--- src/rtl/spi_reg_pkg.sv ---
package spi_reg_pkg;

    localparam int FRAME_BITS = 16;
    localparam int OUT_DATA_W = 15;
    localparam int ERR_BIT    = 0;

    typedef struct packed {
        logic       wr;
        logic [6:0] addr;
        logic [7:0] data;
    } frame_t;

    function automatic logic [5:0] word_of(input logic [6:0] byte_addr);
        return byte_addr[6:1];
    endfunction

    function automatic logic [15:0] merge_byte(input logic [15:0] old_val,
                                               input logic        hi,
                                               input logic [7:0]  d);
        return hi ? {d, old_val[7:0]} : {old_val[15:8], d};
    endfunction

endpackage

--- src/rtl/spi_frame_io.sv ---
module spi_frame_io
    import spi_reg_pkg::*;
#(
    parameter int SYNC_STAGES = 2
) (
    input  logic        clk,
    input  logic        rst,
    input  logic        sclk,
    input  logic        cs_n,
    input  logic        mosi,
    input  logic [15:0] tx_word,
    input  logic        tx_valid,
    output logic        miso,
    output logic        frame_done,
    output frame_t      rx_word,
    output logic        partial_err
);
    localparam int CW = $clog2(FRAME_BITS);

    logic [SYNC_STAGES:0]   cs_sh, sck_sh;
    logic [SYNC_STAGES-1:0] din_sh;
    logic [CW-1:0]          cnt;
    logic [FRAME_BITS-2:0]  shreg;

    logic cs_s, cs_d, sck_s, sck_d, din_s;
    logic sck_rise, sck_fall, cs_rise;
    logic [CW-1:0] bit_idx;

    always_ff @(posedge clk) begin
        if (rst) begin
            cs_sh  <= '1;
            sck_sh <= '1;
            din_sh <= '0;
        end else begin
            cs_sh  <= {cs_sh[SYNC_STAGES-1:0], cs_n};
            sck_sh <= {sck_sh[SYNC_STAGES-1:0], sclk};
            din_sh <= {din_sh[SYNC_STAGES-2:0], mosi};
        end
    end

    always_comb begin
        cs_s     = cs_sh[SYNC_STAGES-1];
        cs_d     = cs_sh[SYNC_STAGES];
        sck_s    = sck_sh[SYNC_STAGES-1];
        sck_d    = sck_sh[SYNC_STAGES];
        din_s    = din_sh[SYNC_STAGES-1];
        sck_rise = sck_s & ~sck_d & ~cs_s;
        sck_fall = ~sck_s & sck_d & ~cs_s;
        cs_rise  = cs_s & ~cs_d;
        bit_idx  = ~cnt;
    end

    always_ff @(posedge clk) begin
        if (rst) begin
            cnt         <= '0;
            shreg       <= '0;
            miso        <= 1'b0;
            frame_done  <= 1'b0;
            rx_word     <= '0;
            partial_err <= 1'b0;
        end else begin
            frame_done  <= 1'b0;
            partial_err <= 1'b0;
            if (cs_rise) begin
                partial_err <= (cnt != '0);
                cnt         <= '0;
                miso        <= 1'b0;
            end else if (sck_rise) begin
                cnt   <= cnt + 1'b1;
                shreg <= {shreg[FRAME_BITS-3:0], din_s};
                if (cnt == CW'(FRAME_BITS - 1)) begin
                    frame_done <= 1'b1;
                    rx_word    <= {shreg, din_s};
                end
            end else if (sck_fall) begin
                miso <= tx_valid ? tx_word[bit_idx] : 1'b0;
            end
        end
    end

endmodule

--- src/rtl/spi_reg_bank.sv ---
module spi_reg_bank
    import spi_reg_pkg::*;
#(
    parameter int NUM_REGS = 8,
    parameter int NUM_OUT  = 3,
    localparam int NUM_CFG = NUM_REGS - NUM_OUT - 2
) (
    input  logic                       clk,
    input  logic                       rst,
    input  logic                       frame_done,
    input  frame_t                     rx_word,
    input  logic                       partial_err,
    input  logic [NUM_OUT-1:0]         smp_load,
    input  logic [NUM_OUT*OUT_DATA_W-1:0] smp_data,
    output logic [15:0]                tx_word,
    output logic                       tx_valid,
    output logic [NUM_CFG*16-1:0]      cfg_flat,
    output logic [15:0]                cmd_pulse,
    output logic [NUM_OUT-1:0]         nd_q,
    output logic                       err_q
);
    localparam logic [5:0] STAT_IDX = 6'(NUM_OUT);
    localparam logic [5:0] CMD_IDX  = 6'(NUM_OUT + 1);
    localparam int         CFG_BASE = NUM_OUT + 2;

    logic [OUT_DATA_W-1:0] out_data [NUM_OUT];
    logic [15:0]           cfg_q    [NUM_CFG];
    logic [5:0]            w;
    logic                  hi, commit_wr, commit_rd;
    logic [15:0]           rd_val;

    always_comb begin
        w         = word_of(rx_word.addr);
        hi        = rx_word.addr[0];
        commit_wr = frame_done & rx_word.wr;
        commit_rd = frame_done & ~rx_word.wr;
    end

    for (genvar i = 0; i < NUM_OUT; i++) begin : g_out
        always_ff @(posedge clk) begin
            if (rst) begin
                nd_q[i]     <= 1'b0;
                out_data[i] <= '0;
            end else if (smp_load[i]) begin
                nd_q[i]     <= 1'b1;
                out_data[i] <= smp_data[i*OUT_DATA_W +: OUT_DATA_W];
            end else if (commit_rd && w == 6'(i)) begin
                nd_q[i] <= 1'b0;
            end
        end
    end

    for (genvar j = 0; j < NUM_CFG; j++) begin : g_cfg
        always_ff @(posedge clk) begin
            if (rst)
                cfg_q[j] <= '0;
            else if (commit_wr && w == 6'(CFG_BASE + j))
                cfg_q[j] <= merge_byte(cfg_q[j], hi, rx_word.data);
        end
        assign cfg_flat[j*16 +: 16] = cfg_q[j];
    end

    always_comb begin
        rd_val = '0;
        for (int i = 0; i < NUM_OUT; i++)
            if (w == 6'(i)) rd_val = {nd_q[i], out_data[i]};
        if (w == STAT_IDX) rd_val[ERR_BIT] = err_q;
        for (int j = 0; j < NUM_CFG; j++)
            if (w == 6'(CFG_BASE + j)) rd_val = cfg_q[j];
    end

    always_ff @(posedge clk) begin
        if (rst) begin
            err_q     <= 1'b0;
            cmd_pulse <= '0;
            tx_word   <= '0;
            tx_valid  <= 1'b0;
        end else begin
            if (partial_err)
                err_q <= 1'b1;
            else if (commit_rd && w == STAT_IDX)
                err_q <= 1'b0;

            if (commit_wr && w == CMD_IDX)
                cmd_pulse <= hi ? {rx_word.data, 8'h00} : {8'h00, rx_word.data};
            else
                cmd_pulse <= '0;

            if (commit_rd) begin
                tx_word  <= rd_val;
                tx_valid <= 1'b1;
            end else if (commit_wr) begin
                tx_valid <= 1'b0;
            end
        end
    end

endmodule

--- src/rtl/spi_reg_slave.sv ---
module spi_reg_slave
    import spi_reg_pkg::*;
#(
    parameter int NUM_REGS    = 8,
    parameter int NUM_OUT     = 3,
    parameter int SYNC_STAGES = 2,
    localparam int NUM_CFG    = NUM_REGS - NUM_OUT - 2
) (
    input  logic                          clk,
    input  logic                          rst,
    input  logic                          sclk,
    input  logic                          cs_n,
    input  logic                          mosi,
    output logic                          miso,
    input  logic [NUM_OUT-1:0]            smp_load,
    input  logic [NUM_OUT*OUT_DATA_W-1:0] smp_data,
    output logic [NUM_CFG*16-1:0]         cfg_flat,
    output logic [15:0]                   cmd_pulse
);
    logic        frame_done, partial_err, tx_valid, err_q;
    logic [15:0] tx_word;
    logic [NUM_OUT-1:0] nd_q;
    frame_t      rx_frame;

    spi_frame_io #(.SYNC_STAGES(SYNC_STAGES)) i_io (
        .clk        (clk),
        .rst        (rst),
        .sclk       (sclk),
        .cs_n       (cs_n),
        .mosi       (mosi),
        .tx_word    (tx_word),
        .tx_valid   (tx_valid),
        .miso       (miso),
        .frame_done (frame_done),
        .rx_word    (rx_frame),
        .partial_err(partial_err)
    );

    spi_reg_bank #(.NUM_REGS(NUM_REGS), .NUM_OUT(NUM_OUT)) i_bank (
        .clk        (clk),
        .rst        (rst),
        .frame_done (frame_done),
        .rx_word    (rx_frame),
        .partial_err(partial_err),
        .smp_load   (smp_load),
        .smp_data   (smp_data),
        .tx_word    (tx_word),
        .tx_valid   (tx_valid),
        .cfg_flat   (cfg_flat),
        .cmd_pulse  (cmd_pulse),
        .nd_q       (nd_q),
        .err_q      (err_q)
    );

endmodule

--- config.mk ---
export PLATFORM = sky130hd
export DESIGN_NAME = spi_reg_slave
export DESIGN_NICKNAME = d
export VERILOG_FILES = /design/src/rtl/spi_reg_pkg.sv /design/src/rtl/spi_frame_io.sv /design/src/rtl/spi_reg_bank.sv /design/src/rtl/spi_reg_slave.sv
export SDC_FILE = /design/constraint.sdc
export NUM_CORES = 1
export LEC_CHECK = 0
export BUFFER_PORTS_ARGS = -buffer_cell sky130_fd_sc_hd__buf_2
export CAP_MARGIN = 5
export CORE_MARGIN = 2
export CORE_UTILIZATION = 50
export CTS_BUF_LIST = sky130_fd_sc_hd__clkbuf_4 sky130_fd_sc_hd__clkbuf_8
export DETAILED_ROUTE_END_ITERATION = 10
export HOLD_SLACK_MARGIN = 0.02
export PLACE_DENSITY = 0.72
export SYNTH_ARGS = -nofsm -noshare
export SYNTH_HDL_FRONTEND = slang
export SYNTH_HIERARCHICAL = 1
export SYNTH_SLANG_ARGS = --single-unit
export TNS_END_PERCENT = 10
--- constraint.sdc ---
create_clock -name clk -period 2.35 [get_ports clk]
set_clock_uncertainty 0.15 [all_clocks]
set_input_delay 0.5875 -clock clk [delete_from_list [all_inputs] [get_ports clk]]
set_output_delay 0.5875 -clock clk [all_outputs]
set_load 0.03 [all_outputs]
==> results of run 1 <==
critical path: cells and delay by family (launching register included):
| kind | cells | cell delay (ps) |
|---|---|---|
| flops | 1 | 570 |
| simple gates | 4 | 940 |
stage by stage:
| stage | worst slack (ps) | util (%) | cell area [µm²] | cells | hold WS (ps) |
|---|---|---|---|---|---|
| after global placement | 265.1 | 56.17 | 8070 | 914 | 242.3 |
| after global routing | 277.5 | 58.97 | 8473 | 946 | 133.9 |
| final | 368.9 | 58.97 | 8473 | 946 | 169.3 |
| after floorplan | 410.6 | - | 7291 | 633 | 239.5 |
| after detailed placement | 230.4 | 56.17 | 8070 | 914 | 252.1 |
| after CTS | 391.0 | 58.97 | 8473 | 946 | 131.6 |
cell usage after synthesis, drive strengths merged (2+ instances only):
| cell | instances |
|---|---|
| mux4 | 3 |
| nand4 | 4 |
| a22o | 8 |
| edfxtp | 93 |
| inv | 8 |
| or2 | 15 |
| nor2 | 31 |
| nand2b | 6 |
| mux2 | 17 |
| a211oi | 2 |
| ha | 2 |
| nand2 | 85 |
| o211ai | 22 |
| and2 | 109 |
| nand4b | 2 |
| xor2 | 2 |
| o21ai | 10 |
| o2bb2ai | 16 |
| clkbuf | 15 |
| nor2b | 4 |
| nand3 | 2 |
| nor4 | 5 |
| dfxtp | 83 |
| buf | 21 |
| a21oi | 36 |
| and3b | 2 |
| nor3 | 4 |
| a22oi | 15 |
power groups by stage:
stage / combinational (mW) / sequential [mW] / clock [mW]
2_1_floorplan: 0.117 / 3.54 / 0
3_3_place_gp: 0.325 / 3.48 / 0
3_5_place_dp: 0.331 / 3.48 / 0
4_1_cts: 0.331 / 3.41 / 2.13
5_1_grt: 0.355 / 3.42 / 2.24
6_report: 0.331 / 3.41 / 2.08
state kept, by name (all words and copies together) (netlist names), 2 cells and up:
signal and count:
i_bank/cfg_q 48, i_bank/out_data 45, i_bank/cmd_pulse 16, i_bank/tx_word 16, i_io/rx_word 16, i_io/shreg 15
i_io/cnt 4, i_bank/nd_q 3, i_io/cs_sh 3, i_io/sck_sh 3, i_io/din_sh 2
worst paths after layout:
kind               startpoint                  end  slack, ps  cells past startpoint
max          i_io/rx_word[11]  i_bank/cfg_q[2][12]        370                      4
min reg2reg    i_io/sck_sh[0]       i_io/sck_sh[1]        270                      1
max reg2reg  i_io/rx_word[11]  i_bank/cfg_q[2][12]        370                      4
min                      sclk       i_io/sck_sh[0]        170                      2
logic make-up after synthesis:
group                      count (synthesis)  synth area share, %
and+or+nand+nor                          276                21.30
DFF                                      176                61.09
AOI/OAI and AO/OA                        111                10.28
buffers and inverters                     44                2.935
muxes                                     21                3.690
xor gates and xnor gates                   3               0.3605
adders and majority gates                  2               0.3432
metal layers:
layer  track usage [%]  vias to the layer above  share of wire (%)
met1             29.35                     2452                 42
met3             4.854                       18                6.7
met5                 0                        -                  0
met2             35.90                      189                 51
li1                  -                     2461                  -
met4             7.469                        0                1.1
final cells by class:
| type | count | area (µm²) |
|---|---|---|
| Multi-Input combinational cell | 413 | 2625 |
| Clock buffer | 22 | 296.5 |
| Fill cell | 1199 | 5896 |
| Tap cell | 184 | 230.2 |
| Timing Repair Buffer | 133 | 730.7 |
| Inverter | 8 | 30.03 |
| Clock inverter | 10 | 106.4 |
| Sequential cell | 176 | 4454 |
==> results.md, run 1 <==
- For the pin with the worst max-slew slack, the measured transition is about 760 ps.
- In this run, distinct cell masters in the synthesized netlist total 48.
- The total power per unit cell area is 687.7 mW/mm².
- The buffer levels on the longest clock path is 2.
- The cell sitting at the root of the clock tree is a sky130_fd_sc_hd__clkbuf_8.
- Cells with a size suffix above 1 make up ~28% of the layout.
- The standby leakage power is 3.219 nW.
- The floorplan has 44 rows.
- Before antenna repair, the detailed router went through 5 iterations.
- In this design, the stage delay of the slowest critical-path cell is between 500 and 600 ps.
- The post-route total power is 5.827 mW.
- After detailed routing, the average wire length per cell comes to 18.02 µm.
- The maximum resistive drop on vdd is roughly 0.39 mV.
- The maximum fanout along the worst path is 10.
- The first global-routing pass estimated 26320 µm of wire.
- A synthesized cell averages 11.52 µm².
- The worst path uses between 80% and 90% of the clock period.
- The number of max-capacitance violations reported is 0.
- The critical path launch point type is a register.
- The total of buffers placed on input and output ports is roughly 120.
- After legalization and detailed placement, the total HPWL measured about 12000 µm.
- For the worst-skew pair, the clock arrives at the later sink with an insertion delay of around 450 ps.
- Entering global routing, the biggest net connects 42 pins.
- The post-detailed-routing wire length is 17050 µm.
- Global routing finished with a remaining overflow of 0.
- In the routed layout, each cell is associated on average with a via count of roughly 5.4.
- The internal portion of the total power is approximately 4.5 mW.
- The fraction of power spent switching nets is about 22%.
- The initial core utilization is 50.74%.
- Walking the worst path, the cells encountered are and3b_1 -> nand4_4 -> nor2_2 -> or2_2.
- The share of the yosys chip area belonging to registers is 61.09%.
- In this run the post-CTS setup repair buffer count came out at 0.
- The class of the worst hold path is primary input to register.
- Sequential cells account for 58.6% of the total power.
- The overall global routing resource usage is around 22%.
- The number of nets in the layout is around 800.
- The number of antenna diodes in the final layout is 0.
- The kind of critical path is register to register.
- The final hold violation count was 0.
- The count of warnings emitted by yosys is 6.
- The via count of the routed design is approximately 5k.
- The count of mapped cells out of synthesis is around 630.
- The die is 124.8 µm wide.
- Counting flops with a built-in enable in the synthesized netlist gives a little over 90.
- In this run the cell area of the synthesized design comes to 0.007291 mm².
- Setup repair after global routing left no endpoint under its margin.
- In the layout the commonest cells are sky130_fd_sc_hd__buf_2, sky130_fd_sc_hd__and2_1, sky130_fd_sc_hd__edfxtp_1.
- Clock tree synthesis found a total of ~180 sinks.
- The flow ran to the end, and the final reports show no timing, DRC or antenna violations.
- The routed design could run at a clock period as short as slightly below 2000 ps.
- The last weighted congestion value of the routability-driven placer is just under 0.9.
- Yosys attributes the largest share of cell area to sky130_fd_sc_hd__edfxtp_1, sky130_fd_sc_hd__dfxtp_1, sky130_fd_sc_hd__and2_1.
- The clock share of power is 35.7%.
- Clock-pin slew was measured on the worst setup and hold paths at 90 ps.
- The number of hold buffers added after CTS is 0.
- The remaining antenna violation count after routing is 0.
- The master of the slowest instance on the critical path is sky130_fd_sc_hd__dfxtp_1.
- For this design the top-level I/O count stands at 118.
- The area growth from synthesis to layout is 16.22%.
- The number of global-route vias before repair is just under 5k.
- Of the post-synthesis cell area, the dominant cell type holds between 30% and 40%.
- The number of nets handed over by synthesis was about 690.
- The largest total area in the synthesized netlist belongs to sky130_fd_sc_hd__edfxtp_1.
- The number of gates resized after CTS was 0.
- The initial antenna violation count is 0.
- The full die area is about 0.016 mm².
- The fraction of registers with async set/reset is 0%.
- The synthesized design contains around 180 register bits.
- For this design the total switching power over the nets is ~1.3 mW.
- Timing would allow up to around 500 MHz.
- For this run, design rule violations remaining after detail routing come to 0.
- The worst setup path is captured at a register.
- Of the total power, combinational logic draws under 10%.
- The relative slew slack is 49.27%.
- The number of setup violations in the final report is 0.
- The clock tree from TritonCTS is built.
- The DRC violation total after the first TritonRoute iteration is between 400 and 500.
- Data on the critical path is required at its endpoint by roughly 2400 ps.
- The H-tree depth is 4.
- The number of max-slew violations in the final report is 0.
- The library cell used most frequently in the layout, excluding fill and tap cells, is sky130_fd_sc_hd__buf_2.
- Clock tree synthesis inserted a total of 17 buffers.
- The core footprint is 0.01437 mm².
- The die is 124.8 µm tall.
- The arrival time at the worst endpoint is between 1500 and 2000 ps.
- The dominant synthesized flop cell is sky130_fd_sc_hd__edfxtp_1.
- In the final timing run, aggregate negative setup slack is 0 ps.
Power figures use the tool's default switching activity.
==> run 2: changes to the inputs <==
--- a/config.mk
+++ b/config.mk
@@ -5,6 +5,7 @@
 export SDC_FILE = /design/constraint.sdc
 export NUM_CORES = 1
 export LEC_CHECK = 0
+export ABC_AREA = 1
 export BUFFER_PORTS_ARGS = -buffer_cell sky130_fd_sc_hd__buf_2
 export CAP_MARGIN = 5
 export CORE_MARGIN = 2
@@ -12,7 +13,7 @@
 export CTS_BUF_LIST = sky130_fd_sc_hd__clkbuf_4 sky130_fd_sc_hd__clkbuf_8
 export DETAILED_ROUTE_END_ITERATION = 10
 export HOLD_SLACK_MARGIN = 0.02
-export PLACE_DENSITY = 0.72
+export PLACE_DENSITY = 0.75
 export SYNTH_ARGS = -nofsm -noshare
 export SYNTH_HDL_FRONTEND = slang
 export SYNTH_HIERARCHICAL = 1
==> constraint.sdc (replaced) <==
create_clock -name clk -period 1.75 [get_ports clk]
set_clock_uncertainty 0.15 [all_clocks]
set_input_delay 0.4375 -clock clk [delete_from_list [all_inputs] [get_ports clk]]
set_output_delay 0.4375 -clock clk [all_outputs]
set_load 0.03 [all_outputs]
==> results.md, run 2 <==
- The total power per unit cell area was 852.4 mW/mm² (+24%).
- The core footprint is 0.01453 mm² (+1.1%).
- The maximum fanout along the worst path was 2 (-8).
- The number of synthesized register bits is 176 (unchanged).
- The dominant synthesized flop cell is sky130_fd_sc_hd__edfxtp_1.
- The initial core utilization is 51.24% (+0.50 points).
- The final antenna diode count came to 0 (unchanged).
- The count of unique library cells instantiated by Yosys was 36 (-25%).
- The share of the yosys chip area belonging to registers is 59.81% (-1.3 points).
- The initial antenna violation count is 0 (unchanged).
- The clock latency on the worst-skew pair is 480 ps (+30 ps).
- The post-route total power is 7.799 mW (+34%).
- Yosys attributes the largest share of cell area to sky130_fd_sc_hd__edfxtp_1, sky130_fd_sc_hd__dfxtp_1, sky130_fd_sc_hd__nor2_1.
- Setup repair after global routing could not meet its margin everywhere.
- The area of all placed cells without fillers is 0.009149 mm² (+8.0%).
- The synthesized area divided by synthesized cell count was 9.082 µm² (-21%).
- The average wire per standard cell was 17.28 µm (-4.1%).
- The critical path goes through buf_6.
- The fraction of final layout cells sized beyond drive strength 1 is 25.69% (-2.4 points).
- The tree is rooted in a sky130_fd_sc_hd__clkbuf_8.
- The post-detailed-route via-to-cell ratio is 5.451 (+0.71%).
- The master of the slowest instance on the critical path is sky130_fd_sc_hd__edfxtp_1.
- The last weighted congestion value of the routability-driven placer is 0.9451 (+7.2%).
- The count of unresolved DRC violations after routing was 0 (unchanged).
- The full die area is 0.01589 mm² (+2.1%).
- The critical path launch point type is a register.
- The number of max-slew violations in the final report is 0 (unchanged).
- Ranked by instance count, the synthesized netlist is headed by sky130_fd_sc_hd__nor2_1, sky130_fd_sc_hd__nand2_1, sky130_fd_sc_hd__edfxtp_1.
- The class of the worst hold path is primary input to register.
- The required arrival time at the worst endpoint is 1160 ps (-1190 ps).
- Compared with the post-synthesis result, the final layout area differs by 22.85%.
- The total of buffers placed on input and output ports is 117 (unchanged).
- The worst path buffer plus inverter count is 1 (+1).
- The proportion of netlist area held by the largest area contributor came to 37.50% (-0.80 points).
- In the finished design, the share of the clock period the worst path needs comes to 100.7%.
- The top-level port count was 118 (unchanged).
- The number of nets in the layout was 1023 (+27%).
- The met3 wire length is 2090 µm (+83%).
- The sum of routed wire segments on met1 is 8565 µm (+21%).
- The number of placement rows is 44 (unchanged).
- The height of the die is 126.0 µm (+1.0%).
- The maximum resistive drop on vdd is 0.7869 mV (+100%).
- The buffer levels on the longest clock path is 2 (unchanged).
- The x dimension of the die is 126.0 µm (+1.0%).
- The total clock sinks is 176 (unchanged).
- The DRC violation total after the first TritonRoute iteration is 856 (+110%).
- The flow ran to the end, but the final reports show violations.
- The detailed placement HPWL is 14410 µm (+18%).
- The overall global routing resource usage is 25.75% (+3.7 points).
- The global route total overflow is 0 (unchanged).
- The pin count of the biggest net entering global routing is 37 (-12%).
- The remaining antenna violation count after routing is 0 (unchanged).
- The kind of critical path is register to output pin.
- The longest individual stage delay on the worst path is 510 ps (-60 ps).
- The H-tree depth came to 4 (unchanged).
- The register with the most flip-flops is i_bank/cfg_q.
- The number of synthesized flops with an enable pin came to 93 (unchanged).
- The number of global-route vias before repair is 5845 (+18%).
- The count of mapped cells out of synthesis is 820 (+30%).
- sky130_fd_sc_hd__nor2_1 is the most common cell in the netlist.
- The cell area after synthesis is 0.007447 mm² (+2.1%).
- The uppermost signal routing layer after detailed routing is met4.
- The total cell area at the placement stage was 0.008571 mm² (+6.2%).
- TritonCTS built the clock tree.
- The largest registers in the layout are i_bank/cfg_q: 48 flops, i_bank/out_data: 45 flops.
- The length of the first detailed-routing pass in iterations is 5 (unchanged).
- The standby leakage power is 3.822 nW (+19%).
- The relative slew slack is 57.31% (+8.0 points).
- The number of setup violations in the final report is 3 (+3).
- The wire length of the first global-routing pass is 31310 µm (+19%).
- The number of buffers created by CTS was 17 (unchanged).
- The slew at the pin closest to its max-slew limit is 639.7 ps (-118.5 ps).
- The synthesized netlist net count is 875 (+27%).
- The fraction of registers with async set/reset is 0% (unchanged).
- The arrival time at the worst endpoint is 1170 ps (-810 ps).
- The post-detailed-routing wire length is 20130 µm (+18%).
- The minimum setup slack after placement is -36.89 ps (-267.3 ps).
- The number of flip-flops in the largest register came to 48 (unchanged).
- The kind of cell adding the most delay to the critical path is flip-flops.
- In the layout the commonest cells are sky130_fd_sc_hd__nor2_1, sky130_fd_sc_hd__buf_2, sky130_fd_sc_hd__edfxtp_1.
- The count of warnings emitted by yosys is 6 (unchanged).
- The final worst slack is -12.46 ps (-381.4 ps).
- The number of max-capacitance violations reported is 0 (unchanged).
- The library cell used most frequently in the layout, excluding fill and tap cells, is sky130_fd_sc_hd__nor2_1.
- The final reports fail on setup timing.
- The total met2 wirelength after detailed routing came to 8860 µm (+2.8%).
- The worst setup path is captured at an output pin.
- Derived from the worst setup path, the maximum achievable clock frequency is approximately 570 MHz.
- The tightest hold margin is 90.08 ps (-79.26 ps).
- The final hold violation count is 0 (unchanged).
- The biggest area consumer among synthesized cells is sky130_fd_sc_hd__edfxtp_1.
- After layout, the minimum clock period comes to ~1800 ps.
- The via count of the routed design came to 6350 (+24%).
- The clock-pin slew reported for the worst setup and hold paths after clock tree synthesis is 100 ps (about the same).
==> run 2: layout make-up <==
cell class | instances | area, µm²
fillers | 1245 | 5385
flip-flops and latches | 176 | 4464
repair buffers | 168 | 1197
clock inverters | 15 | 133.9
clock buffers | 17 | 234.0
multi-input cells | 508 | 2517
well taps | 184 | 230.2
inverters | 97 | 371.6
==> run 2: timing repair <==
item / 4_1_cts / 5_1_grt
hold endpoints to repair: 3 / 0
gates resized for setup: 14 / 27
buffers inserted: 0 / 2
cloned: 0 / 1
setup endpoints to repair: 29 / 74
hold buffers: 3 / 0
pin swaps: 0 / 10
==> run 2: through the flow <==
step / util, % / setup TNS [ps] / instances
floorplan: - / -1378 / 820
global placement: 58.97 / 0 / 1127
detailed placement: 58.97 / -441.8 / 1127
CTS: 62.02 / -53.21 / 1162
global route: 62.95 / -845.8 / 1165
finish: 62.95 / -28.48 / 1165
==> run 2: path summary, 6_finish.rpt <==
| kind | from | endpoint | slack [ps] | cells past startpoint |
|---|---|---|---|---|
| worst max-delay path | i_bank/cfg_q[1][6] | cfg_flat[22] | -10 | 1 |
| worst min-delay path | smp_load[1] | i_bank/nd_q[1] | 90 | 3 |
| worst max register to register | i_io/rx_word[12] | i_bank/tx_word[10] | -10 | 10 |
| worst min register to register | i_io/din_sh[0] | i_io/din_sh[1] | 260 | 2 |
==> run 2: cell families after synthesis <==
group | share of synthesized area (%)
adder cells (fa/ha/maj) | 0.3360
buffers and inverters | 7.661
flip-flops | 59.81
AND/OR/NAND/NOR | 27.91
AO/OA/AOI/OAI | 4.284
==> run 2: report_power, final <==
group	leakage [nW]	internal (mW)	switching (mW)
combinational	2.03	0.188	0.353
clock	0.175	1.14	1.51
sequential	1.61	4.50	0.106
==> run 2: layer usage <==
| layer | GRT usage (%) | vias up |
|---|---|---|
| li1 | - | 2995 |
| met1 | 37.52 | 2971 |
| met4 | 9.502 | 0 |
| met3 | 6.542 | 46 |
| met5 | 0 | - |
| met2 | 37.29 | 338 |
